**config.mk**
```make
export PLATFORM = sky130hd
export DESIGN_NAME = fabric_cfg_seq
export DESIGN_NICKNAME = d
export VERILOG_FILES = /design/src/rtl/cfgseq_pkg.sv /design/src/rtl/cfgseq_sync.sv /design/src/rtl/cfgseq_timer.sv /design/src/rtl/fabric_cfg_seq.sv
export SDC_FILE = /design/constraint.sdc
export NUM_CORES = 1
export LEC_CHECK = 0
export BUFFER_PORTS_ARGS = -buffer_cell sky130_fd_sc_hd__buf_2
export CAP_MARGIN = 40
export CORE_UTILIZATION = 30
export CTS_CLUSTER_DIAMETER = 80
export DETAILED_ROUTE_END_ITERATION = 10
export SETUP_SLACK_MARGIN = 0.1
export SYNTH_ARGS = -nofsm -noshare
export SYNTH_HDL_FRONTEND = slang
export SYNTH_SLANG_ARGS = --single-unit
```
**constraint.sdc**
```tcl
create_clock -name clk -period 2 [get_ports clk]
set_input_delay 0.3 -clock clk [delete_from_list [all_inputs] [get_ports clk]]
set_output_delay 0.3 -clock clk [all_outputs]
set_load 0.005 [all_outputs]
```
**src/rtl/cfgseq_pkg.sv**
```systemverilog
package cfgseq_pkg;
   typedef enum logic [4:0] {
      S_IDLE, S_MODE, S_PINS_A, S_RELEASE, S_OVR, S_SELECT, S_PINS_B,
      S_PULSE_LO, S_PULSE_HI, S_PINCHK, S_DATA, S_EARLY, S_WAIT_CD,
      S_XCLK, S_WAIT_UM, S_FINISH, S_FINCHK
   } seq_state_e;

   typedef enum logic [2:0] {
      E_OK = 3'd0, E_MODE = 3'd1, E_TIMEOUT = 3'd2, E_PIN = 3'd3, E_ABORT = 3'd4
   } seq_err_e;

   localparam int unsigned F_NCFG  = 0;
   localparam int unsigned F_NST   = 1;
   localparam int unsigned F_CD    = 2;
   localparam int unsigned F_CDOE  = 3;
   localparam int unsigned F_EUM   = 4;
   localparam int unsigned F_UM    = 5;
   localparam int unsigned N_FLAGS = 6;
endpackage

```
**src/rtl/cfgseq_sync.sv**
```systemverilog
module cfgseq_sync #(
   parameter int unsigned W      = 8,
   parameter int unsigned STAGES = 2
) (
   input  logic         clk,
   input  logic         rst_n,
   input  logic [W-1:0] d,
   output logic [W-1:0] q
);
   generate
      if (STAGES == 0) begin : g_bypass
         assign q = d;
      end else begin : g_chain
         logic [W-1:0] pipe [STAGES];
         always_ff @(posedge clk or negedge rst_n) begin
            if (!rst_n) begin
               for (int i = 0; i < int'(STAGES); i++) pipe[i] <= '0;
            end else begin
               pipe[0] <= d;
               for (int i = 1; i < int'(STAGES); i++) pipe[i] <= pipe[i-1];
            end
         end
         assign q = pipe[STAGES-1];
      end
   endgenerate
endmodule

```
**src/rtl/cfgseq_timer.sv**
```systemverilog
module cfgseq_timer #(
   parameter int unsigned LIMIT = 16
) (
   input  logic clk,
   input  logic rst_n,
   input  logic clr,
   output logic hit
);
   localparam int unsigned CW = $clog2(LIMIT + 1);
   localparam logic [CW-1:0] LAST = CW'(LIMIT - 1);

   logic [CW-1:0] cnt;

   always_ff @(posedge clk or negedge rst_n) begin
      if (!rst_n)          cnt <= '0;
      else if (clr)        cnt <= '0;
      else if (cnt != LAST) cnt <= cnt + 1'b1;
   end

   assign hit = (cnt == LAST);
endmodule

```
**src/rtl/fabric_cfg_seq.sv**
```systemverilog
module fabric_cfg_seq
   import cfgseq_pkg::*;
#(
   parameter int unsigned TIMEOUT_CYC = 1024,
   parameter int unsigned XCLK_N      = 15,
   parameter int unsigned MSEL_W      = 3,
   parameter int unsigned SYNC_STAGES = 2
) (
   input  logic              clk,
   input  logic              rst_n,
   input  logic              start_i,
   input  logic              early_wait_en_i,
   input  logic              data_done_i,
   input  logic [MSEL_W-1:0] msel_i,
   input  logic              ncfg_pin_i,
   input  logic              nstatus_pin_i,
   input  logic              cdone_pin_i,
   input  logic              cdone_oe_i,
   input  logic              early_um_i,
   input  logic              user_mode_i,
   output logic              ncfg_o,
   output logic              nce_o,
   output logic              pr_req_o,
   output logic              ovr_cfg_n_o,
   output logic              ovr_ncfg_n_o,
   output logic              drv_nstatus_n_o,
   output logic              drv_cdone_n_o,
   output logic              nstatus_oe_o,
   output logic              cdone_oe_o,
   output logic              path_data_en_o,
   output logic              path_ctrl_en_o,
   output logic              data_phase_o,
   output logic              sync_req_o,
   output logic              ratio_x1_o,
   output logic              extra_clk_o,
   output logic              busy_o,
   output logic              done_o,
   output logic [2:0]        err_o
);
   localparam int unsigned SW = N_FLAGS + MSEL_W;

   generate
      if (TIMEOUT_CYC < 2) begin : g_bad_tmo
         $error("TIMEOUT_CYC must be at least 2");
      end
      if (XCLK_N < 1) begin : g_bad_xclk
         $error("XCLK_N must be at least 1");
      end
      if (MSEL_W < 1) begin : g_bad_msel
         $error("MSEL_W must be at least 1");
      end
      if (SYNC_STAGES > 4) begin : g_bad_sync
         $error("SYNC_STAGES must not exceed 4");
      end
   endgenerate

   logic [SW-1:0]     raw, syn;
   logic [MSEL_W-1:0] msel_s;
   logic              ncfg_s, nst_s, cd_s, cdoe_s, eum_s, um_s;

   assign raw = {msel_i, user_mode_i, early_um_i, cdone_oe_i,
                 cdone_pin_i, nstatus_pin_i, ncfg_pin_i};

   cfgseq_sync #(.W(SW), .STAGES(SYNC_STAGES)) u_sync (
      .clk(clk), .rst_n(rst_n), .d(raw), .q(syn)
   );

   assign ncfg_s = syn[F_NCFG];
   assign nst_s  = syn[F_NST];
   assign cd_s   = syn[F_CD];
   assign cdoe_s = syn[F_CDOE];
   assign eum_s  = syn[F_EUM];
   assign um_s   = syn[F_UM];
   assign msel_s = syn[SW-1:N_FLAGS];

   seq_state_e state_q, state_d;
   seq_err_e   err_q, err_d;
   logic       done_q, done_d;
   logic       tmo_hit, burst_hit, step_clr;

   assign step_clr = (state_d != state_q);

   cfgseq_timer #(.LIMIT(TIMEOUT_CYC)) u_tmo (
      .clk(clk), .rst_n(rst_n), .clr(step_clr), .hit(tmo_hit)
   );
   cfgseq_timer #(.LIMIT(XCLK_N)) u_burst (
      .clk(clk), .rst_n(rst_n), .clr(step_clr), .hit(burst_hit)
   );

   always_comb begin
      state_d = state_q;
      err_d   = err_q;
      done_d  = done_q;
      unique case (state_q)
         S_IDLE: if (start_i) begin
            state_d = S_MODE; err_d = E_OK; done_d = 1'b0;
         end
         S_MODE:
            if (msel_s > MSEL_W'(1)) begin
               state_d = S_IDLE; err_d = E_MODE; done_d = 1'b1;
            end else state_d = S_PINS_A;
         S_PINS_A, S_PINS_B:
            if (ncfg_s && nst_s)
               state_d = (state_q == S_PINS_A) ? S_RELEASE : S_PULSE_LO;
            else if (tmo_hit) begin
               state_d = S_IDLE; err_d = E_TIMEOUT; done_d = 1'b1;
            end
         S_RELEASE: state_d = S_OVR;
         S_OVR:     state_d = S_SELECT;
         S_SELECT:  state_d = S_PINS_B;
         S_PULSE_LO:
            if (!nst_s) state_d = S_PULSE_HI;
            else if (tmo_hit) begin
               state_d = S_IDLE; err_d = E_TIMEOUT; done_d = 1'b1;
            end
         S_PULSE_HI:
            if (nst_s) state_d = S_PINCHK;
            else if (tmo_hit) begin
               state_d = S_IDLE; err_d = E_TIMEOUT; done_d = 1'b1;
            end
         S_PINCHK:
            if (!cd_s && cdoe_s) state_d = S_DATA;
            else begin
               state_d = S_IDLE; err_d = E_PIN; done_d = 1'b1;
            end
         S_DATA:
            if (data_done_i) state_d = early_wait_en_i ? S_EARLY : S_WAIT_CD;
         S_EARLY:
            if (eum_s) state_d = S_WAIT_CD;
            else if (tmo_hit) begin
               state_d = S_IDLE; err_d = E_TIMEOUT; done_d = 1'b1;
            end
         S_WAIT_CD:
            if (cd_s) state_d = S_XCLK;
            else if (!nst_s) begin
               state_d = S_IDLE; err_d = E_ABORT; done_d = 1'b1;
            end else if (tmo_hit) begin
               state_d = S_IDLE; err_d = E_TIMEOUT; done_d = 1'b1;
            end
         S_XCLK: if (burst_hit) state_d = S_WAIT_UM;
         S_WAIT_UM:
            if (um_s) state_d = S_FINISH;
            else if (tmo_hit) begin
               state_d = S_IDLE; err_d = E_TIMEOUT; done_d = 1'b1;
            end
         S_FINISH: state_d = S_FINCHK;
         S_FINCHK: begin
            state_d = S_IDLE; done_d = 1'b1;
            err_d   = (um_s && cd_s && nst_s) ? E_OK : E_PIN;
         end
         default: state_d = S_IDLE;
      endcase
   end

   always_ff @(posedge clk or negedge rst_n) begin
      if (!rst_n) begin
         state_q <= S_IDLE;
         err_q   <= E_OK;
         done_q  <= 1'b0;
      end else begin
         state_q <= state_d;
         err_q   <= err_d;
         done_q  <= done_d;
      end
   end

   logic owned, selected, paths_on;
   assign owned    = (state_q >= S_OVR)    && (state_q <= S_WAIT_UM);
   assign selected = (state_q >= S_SELECT) && (state_q <= S_WAIT_UM);
   assign paths_on = (state_q >= S_DATA)   && (state_q <= S_WAIT_UM);

   assign ncfg_o          = (state_q != S_PULSE_LO);
   assign nce_o           = !selected;
   assign pr_req_o        = 1'b0;
   assign ovr_cfg_n_o     = !owned;
   assign ovr_ncfg_n_o    = !owned;
   assign drv_nstatus_n_o = 1'b1;
   assign drv_cdone_n_o   = 1'b1;
   assign nstatus_oe_o    = 1'b0;
   assign cdone_oe_o      = 1'b0;
   assign path_data_en_o  = paths_on;
   assign path_ctrl_en_o  = paths_on;
   assign data_phase_o    = (state_q == S_DATA);
   assign sync_req_o      = (state_q == S_EARLY);
   assign ratio_x1_o      = (state_q == S_EARLY);
   assign extra_clk_o     = (state_q == S_XCLK);
   assign busy_o          = (state_q != S_IDLE);
   assign done_o          = done_q;
   assign err_o           = err_q;
endmodule

```
-- Word-level counts from Yosys, hierarchy flattened
Index checks and enable logic that the tools add are counted.
- add/sub/neg operators: 2
- $lt $le $gt $ge: 5
- equality and inequality tests: 31
- mux-type cells: 45
- reduce and logical (&&, ||, !) cells: 17
- operators by type and width (kind ; number):
    $pmux W5 S15 ; 1
    $mux W5 ; 11
    $eq A5 B4 Y1 const B ; 8
    $mux W3 ; 13
    $pmux W3 S10 ; 1
    $mux W11 ; 2
    $eq A5 B3 Y1 const B ; 4
    $ne A2 B2 Y1 const B ; 8
    $mux W4 ; 3
    $add A11 B1 Y11 const B ; 1
    $eq A11 B10 Y1 const B ; 1
    $mux W1 ; 11
    $ne A11 B10 Y1 const B ; 1
    $eq A5 B2 Y1 const B ; 2
    $ge A5 B3 Y1 const B ; 2
    $pmux W1 S10 ; 1
    $reduce_and A10 Y1 ; 1
    $reduce_bool A10 Y1 ; 1
    $logic_and A1 B1 Y1 ; 7
    $eq A5 B1 Y1 const B ; 1
    $eq A5 B5 Y1 const B ; 1
    $ge A5 B4 Y1 const B ; 1
    $le A5 B4 Y1 const B ; 1
    $logic_not A5 Y1 ; 1
    12 further kinds ; 16
- bits in registers: 42
- bits of input ports: 14
- output and inout bits: 20

-- Depth between registers and ports, before layout
- depth after elaboration: 7
- gate-level depth with buffers: 10
- depth with buffers taken out: 8

-- Modules after synthesis
A second synthesis with hierarchy kept.
- cells, all modules: 286
- area total of the unflattened synthesis: 2756.4 µm²
- by module, submodules not included (module ; times used ; cells each ; area an instance (µm²) ; sequential area each (µm²)):
    fabric_cfg_seq ; 1 ; 179 ; 1357.6 ; 225.2
    cfgseq_timer (u_tmo) ; 1 ; 58 ; 639.4 ; 275.3
    cfgseq_sync ; 1 ; 27 ; 518.0 ; 450.4
    cfgseq_timer (u_burst) ; 1 ; 22 ; 241.5 ; 100.1

-- Worst setup path before layout
OpenSTA, ideal clock, no wires.
- path kind: reg2reg
- start point: register u_burst.cnt[0]
- end point: register u_burst.cnt[0]
- library setup time: 0.080 ns
- data arrival time: 1.974 ns
- required time: 1.920 ns
- slack: -0.054 ns
- cell stages (with the launch flop): 11
- cell sequence: dfrtp_1 -> inv_1 -> ha_1 -> and3_1 -> clkbuf_1 -> nor3_1 -> nor4_2 -> nor3b_4 -> o2111ai_4 -> buf_6 -> nor3_2
- word-level cells in the longest chain between the ends: 5
- elaborated cells on any way between the ends: 9
- RTL lines (what ; line ; source):
    from (decl) ; cfgseq_timer.sv:12 ; logic [CW-1:0] cnt;
    from (signal assigned) ; cfgseq_timer.sv:17 ; else if (cnt != LAST) cnt <= cnt + 1'b1;
    $eq A4 B4 Y1 ; cfgseq_timer.sv:20 ; assign hit = (cnt == LAST);
    $mux W5 ; fabric_cfg_seq.sv:140 ; S_XCLK: if (burst_hit) state_d = S_WAIT_UM;
    $pmux W5 S15 ; fabric_cfg_seq.sv:94 ; unique case (state_q)
    $ne A5 B5 Y1 ; fabric_cfg_seq.sv:81 ; assign step_clr = (state_d != state_q);
    $mux W4 or $reduce_bool A2 Y1 (tied branches) ; - ;
Several ways; a longest one is shown, not always the timed one. The select of a mux whose other input is x is not followed.
A chain may end at the register's enable or synchronous reset.

-- Final worst setup path
- start point: register state_q[1]
- end point: register u_tmo.cnt[4]
- word-level cells in the longest chain between the ends: 6
- elaborated cells on any way between the ends: 33
- RTL lines (what ; line ; source):
    from (decl) ; fabric_cfg_seq.sv:76 ; seq_state_e state_q, state_d;
    from (signal assigned) ; fabric_cfg_seq.sv:161 ; state_q <= state_d;
    $eq A5 B2 Y1 or $mux W5 (tied branches) ; - ;
    $mux W3 or $mux W5 (tied branches) ; fabric_cfg_seq.sv:104, fabric_cfg_seq.sv:135 ;
    $mux W5, on equally long branches ; fabric_cfg_seq.sv:103, fabric_cfg_seq.sv:134 ;
    $pmux W5 S15 ; fabric_cfg_seq.sv:94 ;
    $ne A5 B5 Y1 * ; fabric_cfg_seq.sv:81 ;
    $mux W11 or $reduce_bool A2 Y1 (tied branches) ; - ;
    to (signal assigned) ; cfgseq_timer.sv:17 ;
    to (decl) ; cfgseq_timer.sv:12 ;
Mark *: on every way between the ends. The rest lies on a longest branch, timed or not.

==> results.py <==
metrics = {
    "status": {
        "status": "finished, violations left",
        "violations": "negative setup slack",
    },
    "layout": {
        "final_cell_mix": "buf_4 (92), dfrtp_1 (37), buf_2 (27)",
        "stdcell_count": 526,
        "final_common_cell": "buf_4",
        "drive_gt1_frac": 0.567,
        "multi_input_area_um2": 1900,
        "nets": 434,
        "antenna_cells": 0,
        "layout.area.seq_um2": 1000,
        "fillerInstances": 788,
        "syn2layout_area_growth_pct": 64.5,
    },
    "clock_tree": {
        "cts_root_buf": "clkbuf_8",
        "htree_levels": 2,
        "insertion_delay_ns": 0.30,
        "cts_sinks": 40,
        "numCtsBuffers": 5,
        "cts_tree": "yes",
        "cts-hold-fix-buffers": 0,
        "path_clk_slew_ns": 0.09,
        "clock_path_buffers": 2,
    },
    "critical_path": {
        "r2r_start": "state_q[1]",
        "startpoint": "state_q[1]",
        "cp-endpoint": "u_tmo.cnt[4]",
        "worstPathArrival_ns": 2.44,
        "crit_chain": "buf_6 -> buf_4 -> nand2b_4 -> nor3_4 -> nor4_4 -> nor3b_4 -> o2111ai_4 -> buf_12 -> nor3b_2",
        "critPathKind": "reg2reg",
        "r2r_cells": 9,
        "cp-end-kind": "flip-flop",
        "worst_setup_path_start_kind": "flip-flop",
        "worst-path-max-fanout": 6,
        "slowest_stage": "dfrtp_1",
        "critical_path.max_stage_delay_ns": 0.41,
        "worstPathRequired_ns": 2.22,
        "r2r_slack_ns": -0.22,
        "regToRegEndpoint": "u_tmo.cnt[4]",
    },
    "power_and_ir_drop": {
        "vdd_drop_max_v": 0.000746,
        "p_int_mw": 3.78,
        "clock_power_share": 0.104,
        "p_sw_mw": 2.81,
        "power_frac_seq": 0.160,
        "p_per_area_nw_per_um2": 1500,
        "switching_share": 0.426,
        "pwr-share-comb": 0.737,
        "power.total_mw": 6.59,
        "power.leakage_nw": 1.91,
    },
    "synth": {
        "synthFlopType": "dfrtp_1",
        "yosys.cell_types.count": 63,
        "synth-edff-count": 0,
        "ys_async_sr_fraction": 1.00,
        "synth_area_per_cell_um2": 9.23,
        "synth_seq_cells": 40,
        "syn_inst": 289,
        "yosys_warnings": 0,
        "synth_seq_area_share": 0.375,
        "synthesis.area_um2": 2670,
    },
    "routing": {
        "drt-total-wl_um": 8970,
        "vias": 2800,
        "via_per_inst": 5.32,
        "first_pass_iters": 4,
        "drcViolationCount": 0,
        "first_iter_violations": 153,
        "ant_nets": 0,
        "wl_per_cell_um": 17.0,
    },
    "timing": {
        "worst_slack_ns": -0.221,
        "finClkSkew_ns": 0.0110,
        "grt_setup_unrepaired": "true",
        "timing.fmax_mhz": 450,
        "worstMarginPinSlew_ns": 0.543,
        "maxSlewHeadroom": 0.638,
        "fin_crit_ns": 2.22,
        "slew_violations": 0,
        "final-hold-violation-count": 0,
        "setup_viol": 19,
        "finalCritPeriodShare": 1.11,
    },
    "place": {
        "place_ws_ns": -0.344,
        "place_congestion": 0.899,
        "dp_hpwl_um": 6060,
        "dp_cells": 492,
        "port-buffer-count": 27,
    },
    "global_routing": {
        "grt_pass1_vias": 2824,
        "grt_max_degree": 41,
        "overflow": 0,
        "grt.total_usage": 0.203,
        "antenna_found_initial": 0,
        "grt_pass1_wl_um": 14100,
    },
    "flow_run": {
        "cap_violations": 0,
    },
    "die": {
        "die-area_um2": 9270,
        "die-width_um": 96.3,
        "io_pins": 34,
        "row_count": 34,
        "die_h_um": 96.3,
        "coreArea_um2": 8680,
        "initial_core_util": 0.307,
    },
    "hold_path": {
        "min_path_type": "in2async",
    },
}
==> registers in the layout, summed over array words and instances (netlist names) <==
register and cells:
err_o 3, u_sync.q 8, u_tmo.cnt 11, u_sync.g_chain.pipe 8
state_q 5, u_burst.cnt 4, done_o 1
==> power groups by stage <==
stage	registers, mW	logic (mW)	clock network, mW
2_1_floorplan	1.00	1.99	0
3_3_place_gp	1.05	3.26	0
3_5_place_dp	1.05	3.30	0
4_1_cts	1.03	3.93	0.698
5_1_grt	1.07	5.18	0.736
6_report	1.05	4.85	0.683
==> final cells by class <==
cell class / instances / share of cell area
Multi-Input combinational cell: 212 / 0.432
Timing Repair Buffer: 149 / 0.275
Sequential cell: 40 / 0.229
Tap cell: 108 / 0.0308
Clock buffer: 5 / 0.0157
Clock inverter: 3 / 0.00969
Inverter: 9 / 0.00770
==> timing repair <==
action / 4_1_cts / 5_1_grt
buffers inserted: 11 / 17
endpoints found under the setup margin: 31 / 32
gates cloned: 1 / 1
resized for setup: 54 / 63
pin swaps: 17 / 24
==> synth_stat cells, drive strengths merged, types with 6 or more instances <==
cell	number	area [µm²]
and3	7	43.8
nor2b	6	37.5
a21oi	11	55.1
nand2	17	66.3
clkbuf	7	27.5
nor3b	7	63.8
dfrtp	40	1000
inv	9	33.8
o21ai	11	55.1
nand3	10	50.1
nand4	6	37.5
nor3	23	165
buf	24	178
nor2	20	75.1
nand2b	6	37.5
xnor2	8	70.1
==> layer usage <==
layer  vias to the layer above  share of wire  track usage
met3                        35          0.060       0.0387
met4                         0          0.044        0.108
li1                       1303              -            -
met1                      1355           0.41        0.255
met5                         -              0            0
met2                       107           0.48        0.329
==> through the flow <==
step	utilization	TNS (ns)	instance area, µm²	hold WS (ns)
final	0.506	-2.98	4390	0.0513
after global routing	0.506	-4.66	4390	0.0828
after CTS	0.462	-2.13	4010	0.0707
after detailed placement	0.407	-4.58	3540	0.335
after global placement	0.407	-4.45	3540	0.335
after floorplan	-	0	2760	0.00441
==> worst min path at each step <==
stage,start,end,slack (ns),cells after the start
after floorplan,rst_n,done_o,0.004,0
after global placement,u_sync.g_chain.pipe[10],u_sync.q[1],0.33,0
after detailed placement,u_sync.g_chain.pipe[12],u_sync.q[3],0.33,0
after CTS,rst_n,u_sync.g_chain.pipe[10],0.07,2
after global routing,nstatus_pin_i,u_sync.g_chain.pipe[10],0.08,1
final,rst_n,state_q[4],0.05,2
==> cell families (layout without fill, tap and decap cells) <==
| group | after synthesis | after routing | synth area share |
|---|---|---|---|
| compound gates | 63 | 63 | 0.172 |
| xor+xnor | 10 | 10 | 0.0328 |
| mux | 2 | 2 | 0.00750 |
| fa+ha+maj | 4 | 4 | 0.0178 |
| flops | 40 | 40 | 0.375 |
| simple gates | 128 | 128 | 0.302 |
| buf+inv | 40 | 166 | 0.0896 |
| other cells | 2 | 5 | 0.00282 |
==> critical path: cells and delay by family, from the launching register on <==
family	cells	cell delay, ns
flip-flops	1	0.41
buffers and inverters	3	0.49
AO/OA/AOI/OAI	1	0.22
AND/OR/NAND/NOR	5	1.00
Note: power is estimated with default switching activity, not from simulation.
